===== src/rtl/dsm_pkg.sv =====
package dsm_pkg;
  typedef logic [2:0] lvl_code_t;
  localparam lvl_code_t MID_CODE = 3'd2;
  typedef enum logic {RATIO_256 = 1'b0, RATIO_384 = 1'b1} clk_ratio_e;
endpackage


===== src/rtl/dsm_tick_gen.sv =====
module dsm_tick_gen
  import dsm_pkg::*;
#(
  parameter int DIV_256 = 4,
  parameter int DIV_384 = 8
) (
  input  logic clk,
  input  logic rst,
  input  logic ratio_sel,
  output logic tick
);
  localparam int DIV_MAX = (DIV_384 > DIV_256) ? DIV_384 : DIV_256;
  localparam int CNT_W   = $clog2(DIV_MAX + 1);

  logic [CNT_W-1:0] cnt_q;
  logic [CNT_W-1:0] lim;

  assign lim  = (ratio_sel == RATIO_384) ? CNT_W'(DIV_384 - 1) : CNT_W'(DIV_256 - 1);
  assign tick = (cnt_q == lim);

  always_ff @(posedge clk) begin
    if (rst)       cnt_q <= '0;
    else if (tick) cnt_q <= '0;
    else           cnt_q <= cnt_q + 1'b1;
  end


  tick_gap_chk: assert property (@(posedge clk) disable iff (rst) tick |=> !tick);
endmodule


===== src/rtl/dsm_integ.sv =====
module dsm_integ #(
  parameter int ACC_W = 28,
  parameter int SHIFT = 0
) (
  input  logic                    clk,
  input  logic                    rst,
  input  logic                    en,
  input  logic                    clr,
  input  logic signed [ACC_W-1:0] in_val,
  input  logic signed [ACC_W-1:0] fb,
  output logic signed [ACC_W-1:0] state
);
  localparam int     EXT_W = ACC_W + 2;
  localparam longint MAX_L = (64'sd1 <<< (ACC_W - 1)) - 64'sd1;
  localparam longint MIN_L = -(64'sd1 <<< (ACC_W - 1));
  localparam logic signed [EXT_W-1:0] MAX_V = EXT_W'(MAX_L);
  localparam logic signed [EXT_W-1:0] MIN_V = EXT_W'(MIN_L);

  logic signed [ACC_W-1:0] state_q;
  logic signed [ACC_W-1:0] scaled;
  logic signed [EXT_W-1:0] sum;
  logic signed [ACC_W-1:0] nxt;

  assign scaled = in_val >>> SHIFT;
  assign sum = {{2{state_q[ACC_W-1]}}, state_q}
             + {{2{scaled[ACC_W-1]}}, scaled}
             - {{2{fb[ACC_W-1]}}, fb};

  always_comb begin
    if (sum > MAX_V)      nxt = MAX_V[ACC_W-1:0];
    else if (sum < MIN_V) nxt = MIN_V[ACC_W-1:0];
    else                  nxt = sum[ACC_W-1:0];
  end

  always_ff @(posedge clk) begin
    if (rst)      state_q <= '0;
    else if (en)  state_q <= clr ? '0 : nxt;
  end

  assign state = state_q;


  integ_clr_chk: assert property (@(posedge clk) disable iff (rst) (en && clr) |=> (state == '0));
endmodule


===== src/rtl/dsm_quant.sv =====
module dsm_quant
  import dsm_pkg::*;
#(
  parameter int DATA_W = 24,
  parameter int ACC_W  = 28
) (
  input  logic signed [ACC_W-1:0] value,
  output lvl_code_t               code,
  output logic signed [ACC_W-1:0] level
);
  localparam longint FS_L = 64'sd1 <<< (DATA_W - 1);
  localparam logic signed [ACC_W-1:0] FSV = ACC_W'(FS_L);
  localparam logic signed [ACC_W-1:0] HFS = ACC_W'(FS_L / 2);
  localparam logic signed [ACC_W-1:0] T1  = ACC_W'(FS_L / 4);
  localparam logic signed [ACC_W-1:0] T3  = ACC_W'((3 * FS_L) / 4);

  always_comb begin
    if (value < -T3)      code = 3'd0;
    else if (value < -T1) code = 3'd1;
    else if (value < T1)  code = 3'd2;
    else if (value < T3)  code = 3'd3;
    else                  code = 3'd4;
  end

  always_comb begin
    case (code)
      3'd0:    level = -FSV;
      3'd1:    level = -HFS;
      3'd3:    level = HFS;
      3'd4:    level = FSV;
      default: level = '0;
    endcase
  end
endmodule


===== src/rtl/dsm_noise_shaper.sv =====
module dsm_noise_shaper
  import dsm_pkg::*;
#(
  parameter int DATA_W  = 24,
  parameter int ACC_W   = 28,
  parameter int ORDER   = 3,
  parameter int DIV_256 = 4,
  parameter int DIV_384 = 8
) (
  input  logic              clk,
  input  logic              rst,
  input  logic              ratio_sel,
  input  logic              mute,
  input  logic              in_valid,
  output logic              in_ready,
  input  logic [DATA_W-1:0] in_data,
  output logic              out_valid,
  output logic [2:0]        out_code
);
  localparam int EXT_BITS = ACC_W - DATA_W;

  logic                    tick;
  logic [DATA_W-1:0]       hold_q;
  logic                    slot_free_q;
  logic signed [ACC_W-1:0] x_ext;
  logic signed [ACC_W-1:0] st     [ORDER];
  logic signed [ACC_W-1:0] stg_in [ORDER];
  lvl_code_t               q_code;
  logic signed [ACC_W-1:0] q_level;
  lvl_code_t               code_q;
  logic                    valid_q;

  dsm_tick_gen #(.DIV_256(DIV_256), .DIV_384(DIV_384)) u_tick (
    .clk(clk), .rst(rst), .ratio_sel(ratio_sel), .tick(tick)
  );

  always_ff @(posedge clk) begin
    if (rst) begin
      hold_q      <= '0;
      slot_free_q <= 1'b1;
    end else if (in_valid && slot_free_q) begin
      hold_q      <= in_data;
      slot_free_q <= 1'b0;
    end else if (tick) begin
      slot_free_q <= 1'b1;
    end
  end

  assign in_ready = slot_free_q;
  assign x_ext    = {{EXT_BITS{hold_q[DATA_W-1]}}, hold_q};

  for (genvar k = 0; k < ORDER; k++) begin : g_stage
    if (k == 0) begin : g_head
      assign stg_in[k] = x_ext;
    end else begin : g_chain
      assign stg_in[k] = st[k-1];
    end
    dsm_integ #(.ACC_W(ACC_W), .SHIFT(k)) u_integ (
      .clk(clk), .rst(rst), .en(tick), .clr(mute),
      .in_val(stg_in[k]), .fb(q_level), .state(st[k])
    );
  end

  dsm_quant #(.DATA_W(DATA_W), .ACC_W(ACC_W)) u_quant (
    .value(st[ORDER-1]), .code(q_code), .level(q_level)
  );

  always_ff @(posedge clk) begin
    if (rst) begin
      code_q  <= MID_CODE;
      valid_q <= 1'b0;
    end else begin
      valid_q <= tick;
      if (tick) code_q <= mute ? MID_CODE : q_code;
    end
  end

  assign out_code  = code_q;
  assign out_valid = valid_q;


  ready_drop_chk: assert property (@(posedge clk) disable iff (rst) (in_valid && in_ready) |=> !in_ready);

  code_hold_chk: assert property (@(posedge clk) disable iff (rst) !out_valid |-> $stable(out_code));

  mute_mid_chk: assert property (@(posedge clk) disable iff (rst) (tick && mute) |=> (out_code == MID_CODE));
endmodule


===== config.mk =====
export PLATFORM = sky130hd
export DESIGN_NAME = dsm_noise_shaper
export DESIGN_NICKNAME = d
export VERILOG_FILES = /design/src/rtl/dsm_pkg.sv /design/src/rtl/dsm_tick_gen.sv /design/src/rtl/dsm_integ.sv /design/src/rtl/dsm_quant.sv /design/src/rtl/dsm_noise_shaper.sv
export SDC_FILE = /design/constraint.sdc
export NUM_CORES = 1
export LEC_CHECK = 0
export CAP_MARGIN = 20
export CORE_MARGIN = 1
export CORE_UTILIZATION = 35
export CTS_BUF_LIST = sky130_fd_sc_hd__clkbuf_4 sky130_fd_sc_hd__clkbuf_8 sky130_fd_sc_hd__clkbuf_16
export CTS_CLUSTER_DIAMETER = 50
export CTS_CLUSTER_SIZE = 40
export DETAILED_ROUTE_END_ITERATION = 10
export GPL_ROUTABILITY_DRIVEN = 0
export PLACE_DENSITY = 0.5
export SYNTH_ARGS = -nofsm -noshare
export SYNTH_HDL_FRONTEND = slang
export SYNTH_SLANG_ARGS = --single-unit
export TNS_END_PERCENT = 30

===== constraint.sdc =====
create_clock -name clk -period 5.3 [get_ports clk]
set_input_delay 0.53 -clock clk [delete_from_list [all_inputs] [get_ports clk]]
set_output_delay 0.53 -clock clk [all_outputs]
set_load 0.01 [all_outputs]

==> qor.csv, run 1 <==
stage,metric,value,unit
run_status,status,finished clean,
finish,num-fill-cells,2481,
finish,fin_nets,1233,
clock_tree,root_buffer,clkbuf_16,
min_path,hold_path_class,reg2reg,
critical_path,r2r_slack,0.43,ns
clock_tree,cts_made_buffers,17,
timing,hold_viol,0,
logic_synthesis,synth_seq_cells,117,
timing,fin_setup_tns,0,ns
timing,tightestPinTransition,0.882,ns
routing,vias,7433,
logic_synthesis,synth_area_leaders,"dfxtp_1 (27%), ha_1 (15%), a221o_1 (6.5%)",
global_routing,antenna_found_initial,0,
critical_path,path_class,reg2reg,
min_path,hold_start,u_tick.cnt_q[0],
global_routing,grt_use_total,0.166,
logic_synthesis,synthFlopType,dfxtp_1,
logic_synthesis,synthDistinctLibCells,71,
power_and_ir_drop,p_per_area,238,mW/mm2
global_routing,grt_pass1_vias,6925,
timing,fin_crit,4.87,ns
timing,skew,0.0127,ns
logic_synthesis,synth_area,0.00879,mm2
routing,drt-vias-per-instance,5.20,
finish,antenna_cells,0,
critical_path,worst-path-buf-inv,2,
logic_synthesis,yosysTopAreaCell,dfxtp_1,
min_path,whs_path_depth,1,
global_routing,grt_max_degree,34,
critical_path,worstPathCellList,ha_1 -> inv_1 -> fa_1 -> nor2b_1 -> o211ai_1 -> a21boi_1 -> o31a_4 -> a31oi_4 -> a21oi_2 -> a221o_1 -> xnor2_1 -> ha_1 -> fa_1 -> nor2b_1 -> o21ai_0 -> a21boi_1 -> o21ai_0 -> nor2b_1 -> xnor2_1 -> nand4_1 -> a31oi_2 -> buf_4 -> a221o_1,
critical_path,start_kind,register,
clock_tree,htreeDepth,4,
clock_tree,cts_max_path_buffers,2,
timing,slew-limit-headroom,0.409,
floorplan,num_io_pins,34,
critical_path,end_kind,register,
logic_synthesis,yosys_warnings,0,
routing,drt_wl_total,21000,um
placement,port_buffers,33,
timing,whs,0.449,ns
job,maxCapViolCount,0,
clock_tree,insertion_delay,0.42,ns
min_path,hold-path-endpoint,u_tick.cnt_q[0],
finish,final_cell_mix,"nand2_1 (122), dfxtp_1 (117), a21oi_1 (112)",
routing,wl_per_cell,14.7,um
logic_synthesis,synthArstFlopShare,0,
logic_synthesis,yosys.area.top_type_share,0.266,
critical_path,max_stage_delay,0.42,ns
critical_path,reg2reg_from,g_stage[0].u_integ.state[1],
routing,initialDrtViolationCount,348,
critical_path,ff2ff_path_depth,23,
timing,finalSetupViolations,0,
floorplan,placement_rows,57,
routing,drt-pass1-iter-count,5,
routing,drcViolationCount,0,
clock_tree,cts.clk_slew.worst_paths,0.06,ns
logic_synthesis,synthCells,1060,
critical_path,crit_slowest_cell,fa_1,
floorplan,die-area,0.0258,mm2
clock_tree,cts_sinks,117,
floorplan,core-area,0.0245,mm2
finish,final_common_cell,nand2_1,
global_routing,grt_pass1_wl,34800,um
floorplan,die_x,160,um
timing,maxSlewViolCount,0,
finish,syn_to_final_growth,15.5,%
floorplan,start_util,0.359,
critical_path,r2r_end,g_stage[1].u_integ.state[7],
logic_synthesis,synth_edf_count,0,
placement,hpwl,16400,um
timing,rsz0062_at_grt,no,
routing,drt.antenna.violating_nets,0,
logic_synthesis,synth-seq-area-share,0.266,
critical_path,crit_arrival,5.23,ns
logic_synthesis,synth.avg_cell_area,8.29,um2
global_routing,grt-ovfl-total,0,
critical_path,required,5.66,ns
finish,drive_above_1_share,0.0724,
critical_path,crit_fanout,27,
power_and_ir_drop,total_leakage_power,4.37,nW
clock_tree,cts-hold-fix-buffers,0,
power_and_ir_drop,irDropWorstVdd,0.215,mV
critical_path,crit_top_cell,nor2b_1,
critical_path,cp_top_family,compound AO/OA/AOI/OAI gates,
clock_tree,tritoncts,built,
floorplan,die_h,160,um
logic_synthesis,syn_nets,1201,
timing,clock.fmax,205,MHz
timing,period_share,0.920,
==> synthesized netlist by cell type (9+ instances only) <==
master	n
clkbuf_1	27
inv_1	43
a221o_1	57
xnor2_1	54
dfxtp_1	117
buf_2	9
xor2_1	24
a21oi_1	113
o21bai_1	11
nand3_1	10
nor2b_1	16
o21a_1	15
nor3_1	17
nand2_1	122
nor2_1	72
ha_1	106
nand2b_1	17
a21o_1	23
o21ai_0	66
nand4_1	10
==> metrics by stage <==
| step | util | worst slack [ns] | power (mW) | instance area [um2] | std cells |
|---|---|---|---|---|---|
| 5_1_grt | 0.415 | 0.000141 | 2.52 | 10200 | 1429 |
| 4_1_cts | 0.415 | 0.283 | 2.44 | 10100 | 1429 |
| 6_report | 0.415 | 0.426 | 2.41 | 10200 | 1429 |
| 3_5_place_dp | 0.389 | 0.312 | 1.25 | 9530 | 1397 |
| 3_3_place_gp | 0.389 | 0.459 | 1.25 | 9530 | 1397 |
| 2_1_floorplan | - | 0.831 | 1.15 | 8790 | 1060 |
==> flip-flops by register name, summed over array words and instances, names as in the netlist <==
name and cells:
g_stage.u_integ.state 84, u_tick.cnt_q 4, out_valid 1, out_code 3, in_ready 1, hold_q 24
==> logic make-up after synthesis <==
family | count (synthesis) | synth area share
xor gates and xnor gates | 78 | 0.0777
buffers and inverters | 81 | 0.0359
and+or+nand+nor | 295 | 0.153
adders and majority gates | 112 | 0.165
AOI/OAI and AO/OA | 376 | 0.301
muxes | 1 | 0.00128
DFF | 117 | 0.266
==> power breakdown <==
part / internal, mW / total [mW] / switching [mW]
clock: 0.768 / 1.19 / 0.418
combinational: 0.133 / 0.306 / 0.173
sequential: 0.902 / 0.920 / 0.0178
total: 1.80 / 2.41 / 0.610
==> worst register-to-register path, stage by stage, from the launching register on <==
cell	delay, ns
dfxtp_1	0.40
ha_1	0.20
inv_1	0.06
fa_1	0.42
nor2b_1	0.19
o211ai_1	0.10
a21boi_1	0.26
o31a_4	0.22
a31oi_4	0.11
a21oi_2	0.20
a221o_1	0.25
xnor2_1	0.09
ha_1	0.21
fa_1	0.41
nor2b_1	0.15
o21ai_0	0.13
a21boi_1	0.20
o21ai_0	0.08
nor2b_1	0.14
xnor2_1	0.18
nand4_1	0.14
a31oi_2	0.18
buf_4	0.31
a221o_1	0.22
==> area by class of cell <==
cell class	instances	area, um2	area share
timing repair buffer	51	478	0.0471
multi-input combinational	862	6150	0.606
tap	324	405	0.0399
clock inverter	12	153	0.0150
clock buffer	20	460	0.0454
inverter	43	161	0.0159
sequential	117	2340	0.231
==> worst max-delay path by stage <==
stage	cells after the start	from	slack [ns]	endpoint
after floorplan	24	g_stage[1].u_integ.state[2]	0.83	g_stage[2].u_integ.state[17]
after global placement	23	g_stage[1].u_integ.state[2]	0.46	g_stage[2].u_integ.state[9]
after detailed placement	24	g_stage[1].u_integ.state[2]	0.31	g_stage[2].u_integ.state[4]
after CTS	24	g_stage[1].u_integ.state[2]	0.28	g_stage[2].u_integ.state[2]
after global routing	23	g_stage[0].u_integ.state[1]	0.0001	g_stage[1].u_integ.state[7]
final	23	g_stage[0].u_integ.state[1]	0.43	g_stage[1].u_integ.state[7]
==> metal layers <==
layer | part of all wire | GRT usage | vias to the layer above
li1 | - | - | 3984
met1 | 0.53 | 0.240 | 3336
met2 | 0.43 | 0.251 | 96
met3 | 0.026 | 0.0235 | 17
met4 | 0.014 | 0.0494 | 0
met5 | 0 | 0 | -
==> timing repair <==
item                                    4_1_cts  5_1_grt
endpoints found under the hold margin         0        0
endpoints found under the setup margin        0       21
resized for setup                             0        3
setup buffers                                 0        0
Note: power is estimated with default switching activity, not from simulation.
==> run 2: changes to the inputs <==
--- a/config.mk
+++ b/config.mk
@@ -14,6 +14,7 @@
 export DETAILED_ROUTE_END_ITERATION = 10
 export GPL_ROUTABILITY_DRIVEN = 0
 export PLACE_DENSITY = 0.5
+export RECOVER_POWER = 25
 export SYNTH_ARGS = -nofsm -noshare
 export SYNTH_HDL_FRONTEND = slang
 export SYNTH_SLANG_ARGS = --single-unit
==> run 2 against run 1 <==
Net effect: clock skew did not move; global-route usage did not move; sequential share of layout area did not move; maximum frequency did not move; clock power barely moved; hold slack did not move; die area did not move; cell area did not move; core utilization did not move; final cell count did not move; critical endpoint unchanged; largest cell class unchanged; highest routed layer unchanged.
==> qor.csv, run 2 (synthesis gave the netlist of run 1 again) <==
stage,metric,value,unit,change
global_routing,grt_pass1_vias,6925,,unchanged
timing,whs,0.449,ns,unchanged
timing,maxSlewViolCount,0,,unchanged
run_status,status,finished clean,,
global_routing,grt_max_degree,34,,unchanged
finish,drive_above_1_share,0.0724,,unchanged
critical_path,worst-path-buf-inv,2,,unchanged
critical_path,crit_top_cell,nor2b_1,,
min_path,hold_path_class,reg2reg,,
clock_tree,cts_max_path_buffers,2,,unchanged
floorplan,placement_rows,57,,unchanged
clock_tree,root_buffer,clkbuf_16,,
critical_path,required,5.66,ns,about the same
critical_path,worstPathCellList,ha_1 -> inv_1 -> fa_1 -> nor2b_1 -> o211ai_1 -> a21boi_1 -> o31a_4 -> a31oi_4 -> a21oi_2 -> a221o_1 -> xnor2_1 -> ha_1 -> fa_1 -> nor2b_1 -> o21ai_0 -> a21boi_1 -> o21ai_0 -> nor2b_1 -> xnor2_1 -> nand4_1 -> a31oi_2 -> buf_4 -> a221o_1,,
timing,finalSetupViolations,0,,unchanged
finish,final_common_cell,nand2_1,,
placement,port_buffers,33,,unchanged
routing,initialDrtViolationCount,348,,unchanged
routing,vias,7433,,unchanged
power_and_ir_drop,p_sw,0.610,mW,about the same
finish,syn_to_final_growth,15.5,%,unchanged
placement,hpwl,16400,um,unchanged
timing,rsz0062_at_grt,no,,
floorplan,die_h,160,um,unchanged
floorplan,core-area,0.0245,mm2,unchanged
clock_tree,ctsResizeCount,0,,unchanged
critical_path,crit_arrival,5.23,ns,about the same
clock_tree,htreeDepth,4,,unchanged
routing,drt-vias-per-instance,5.20,,unchanged
power_and_ir_drop,clockPowerShare,0.492,,about the same
clock_tree,insertion_delay,0.42,ns,about the same
power_and_ir_drop,total_leakage_power,4.37,nW,about the same
critical_path,crit_fanout,27,,unchanged
clock_tree,cts.clk_slew.worst_paths,0.06,ns,about the same
power_and_ir_drop,irDropWorstVdd,0.215,mV,unchanged
finish,largest_register_ffs,84,,unchanged
critical_path,cp_top_family,compound AO/OA/AOI/OAI gates,,
routing,drcViolationCount,0,,unchanged
timing,skew,0.0127,ns,unchanged
timing,fin_crit,4.87,ns,unchanged
power_and_ir_drop,pwr-share-comb,0.127,,about the same
clock_tree,cts_sinks,117,,unchanged
clock_tree,cts_made_buffers,17,,unchanged
routing,drt-pass1-iter-count,5,,unchanged
finish,num-fill-cells,2481,,unchanged
timing,period_share,0.920,,unchanged
floorplan,die-area,0.0258,mm2,unchanged
critical_path,end_kind,register,,
global_routing,grt-ovfl-total,0,,unchanged
timing,tightestPinTransition,1.12,ns,+0.242 ns
global_routing,grt_use_total,0.166,,unchanged
job,maxCapViolCount,0,,unchanged
global_routing,grt_pass1_wl,34800,um,unchanged
clock_tree,cts_setup_buffers,0,,unchanged
floorplan,start_util,0.359,,unchanged
critical_path,crit_slowest_cell,fa_1,,
timing,hold_viol,0,,unchanged
power_and_ir_drop,swShare,0.253,,about the same
power_and_ir_drop,total_power,2.41,mW,about the same
timing,slew-limit-headroom,0.250,,-0.158
clock_tree,tritoncts,built,,
power_and_ir_drop,p_int,1.80,mW,about the same
finish,fin_nets,1233,,unchanged
timing,clock.fmax,205,MHz,unchanged
floorplan,die_x,160,um,unchanged
finish,antenna_cells,0,,unchanged
floorplan,num_io_pins,34,,unchanged
timing,fin_setup_tns,0,ns,unchanged
clock_tree,cts-hold-fix-buffers,0,,unchanged
finish,final_cell_mix,"nand2_1 (122), dfxtp_1 (117), a21oi_1 (112)",,
global_routing,antenna_found_initial,0,,unchanged
power_and_ir_drop,seq_power_share,0.381,,about the same
routing,drt_wl_total,21000,um,about the same
routing,drt.antenna.violating_nets,0,,unchanged
placement,place_area,0.00953,mm2,unchanged
critical_path,start_kind,register,,
routing,wl_per_cell,14.7,um,about the same
finish,finalInstanceArea,0.0102,mm2,unchanged
critical_path,path_class,reg2reg,,
power_and_ir_drop,p_per_area,238,mW/mm2,about the same
critical_path,max_stage_delay,0.42,ns,about the same
==> run 2: path summary, 6_finish.rpt <==
| kind | start | endpoint | slack (ns) | cells past startpoint |
|---|---|---|---|---|
| worst max register to register | g_stage[0].u_integ.state[1] | g_stage[1].u_integ.state[7] | 0.43 | 23 |
| worst min-delay path | u_tick.cnt_q[0] | u_tick.cnt_q[0] | 0.45 | 1 |
| worst max-delay path | g_stage[0].u_integ.state[1] | g_stage[1].u_integ.state[7] | 0.43 | 23 |
| worst min register to register | u_tick.cnt_q[0] | u_tick.cnt_q[0] | 0.45 | 1 |
==> run 2: metrics by stage <==
stage	utilization	worst slack (ns)	cells
floorplan	-	0.831	1060
global placement	0.389	0.459	1397
detailed placement	0.389	0.312	1397
CTS	0.415	0.283	1429
global route	0.415	0.000141	1429
finish	0.415	0.426	1429
==> run 2: power groups by stage <==
stage                     Clock, mW  Sequential [mW]  Combinational [mW]
after floorplan                   0            0.932               0.214
after global placement            0            0.939               0.309
after detailed placement          0            0.939               0.309
after CTS                      1.21            0.920               0.310
after global routing           1.26            0.922               0.345
final                          1.19            0.920               0.306
==> run 2: final cells by class <==
type / instances / area (um2) / share of cell area
clock buffers: 20 / 460 / 0.0454
clock inverters: 12 / 153 / 0.0150
well taps: 324 / 405 / 0.0399
multi-input cells: 862 / 6150 / 0.606
repair buffers: 51 / 478 / 0.0471
inverters: 43 / 161 / 0.0159
flip-flops and latches: 117 / 2340 / 0.231
==> run 2: metal layers <==
layer  share of wire  up-vias  track usage
met5               0        -            0
met4           0.014        0       0.0494
met3           0.026       17       0.0235
met2            0.43       96        0.251
met1            0.53     3336        0.240
li1                -     3984            -
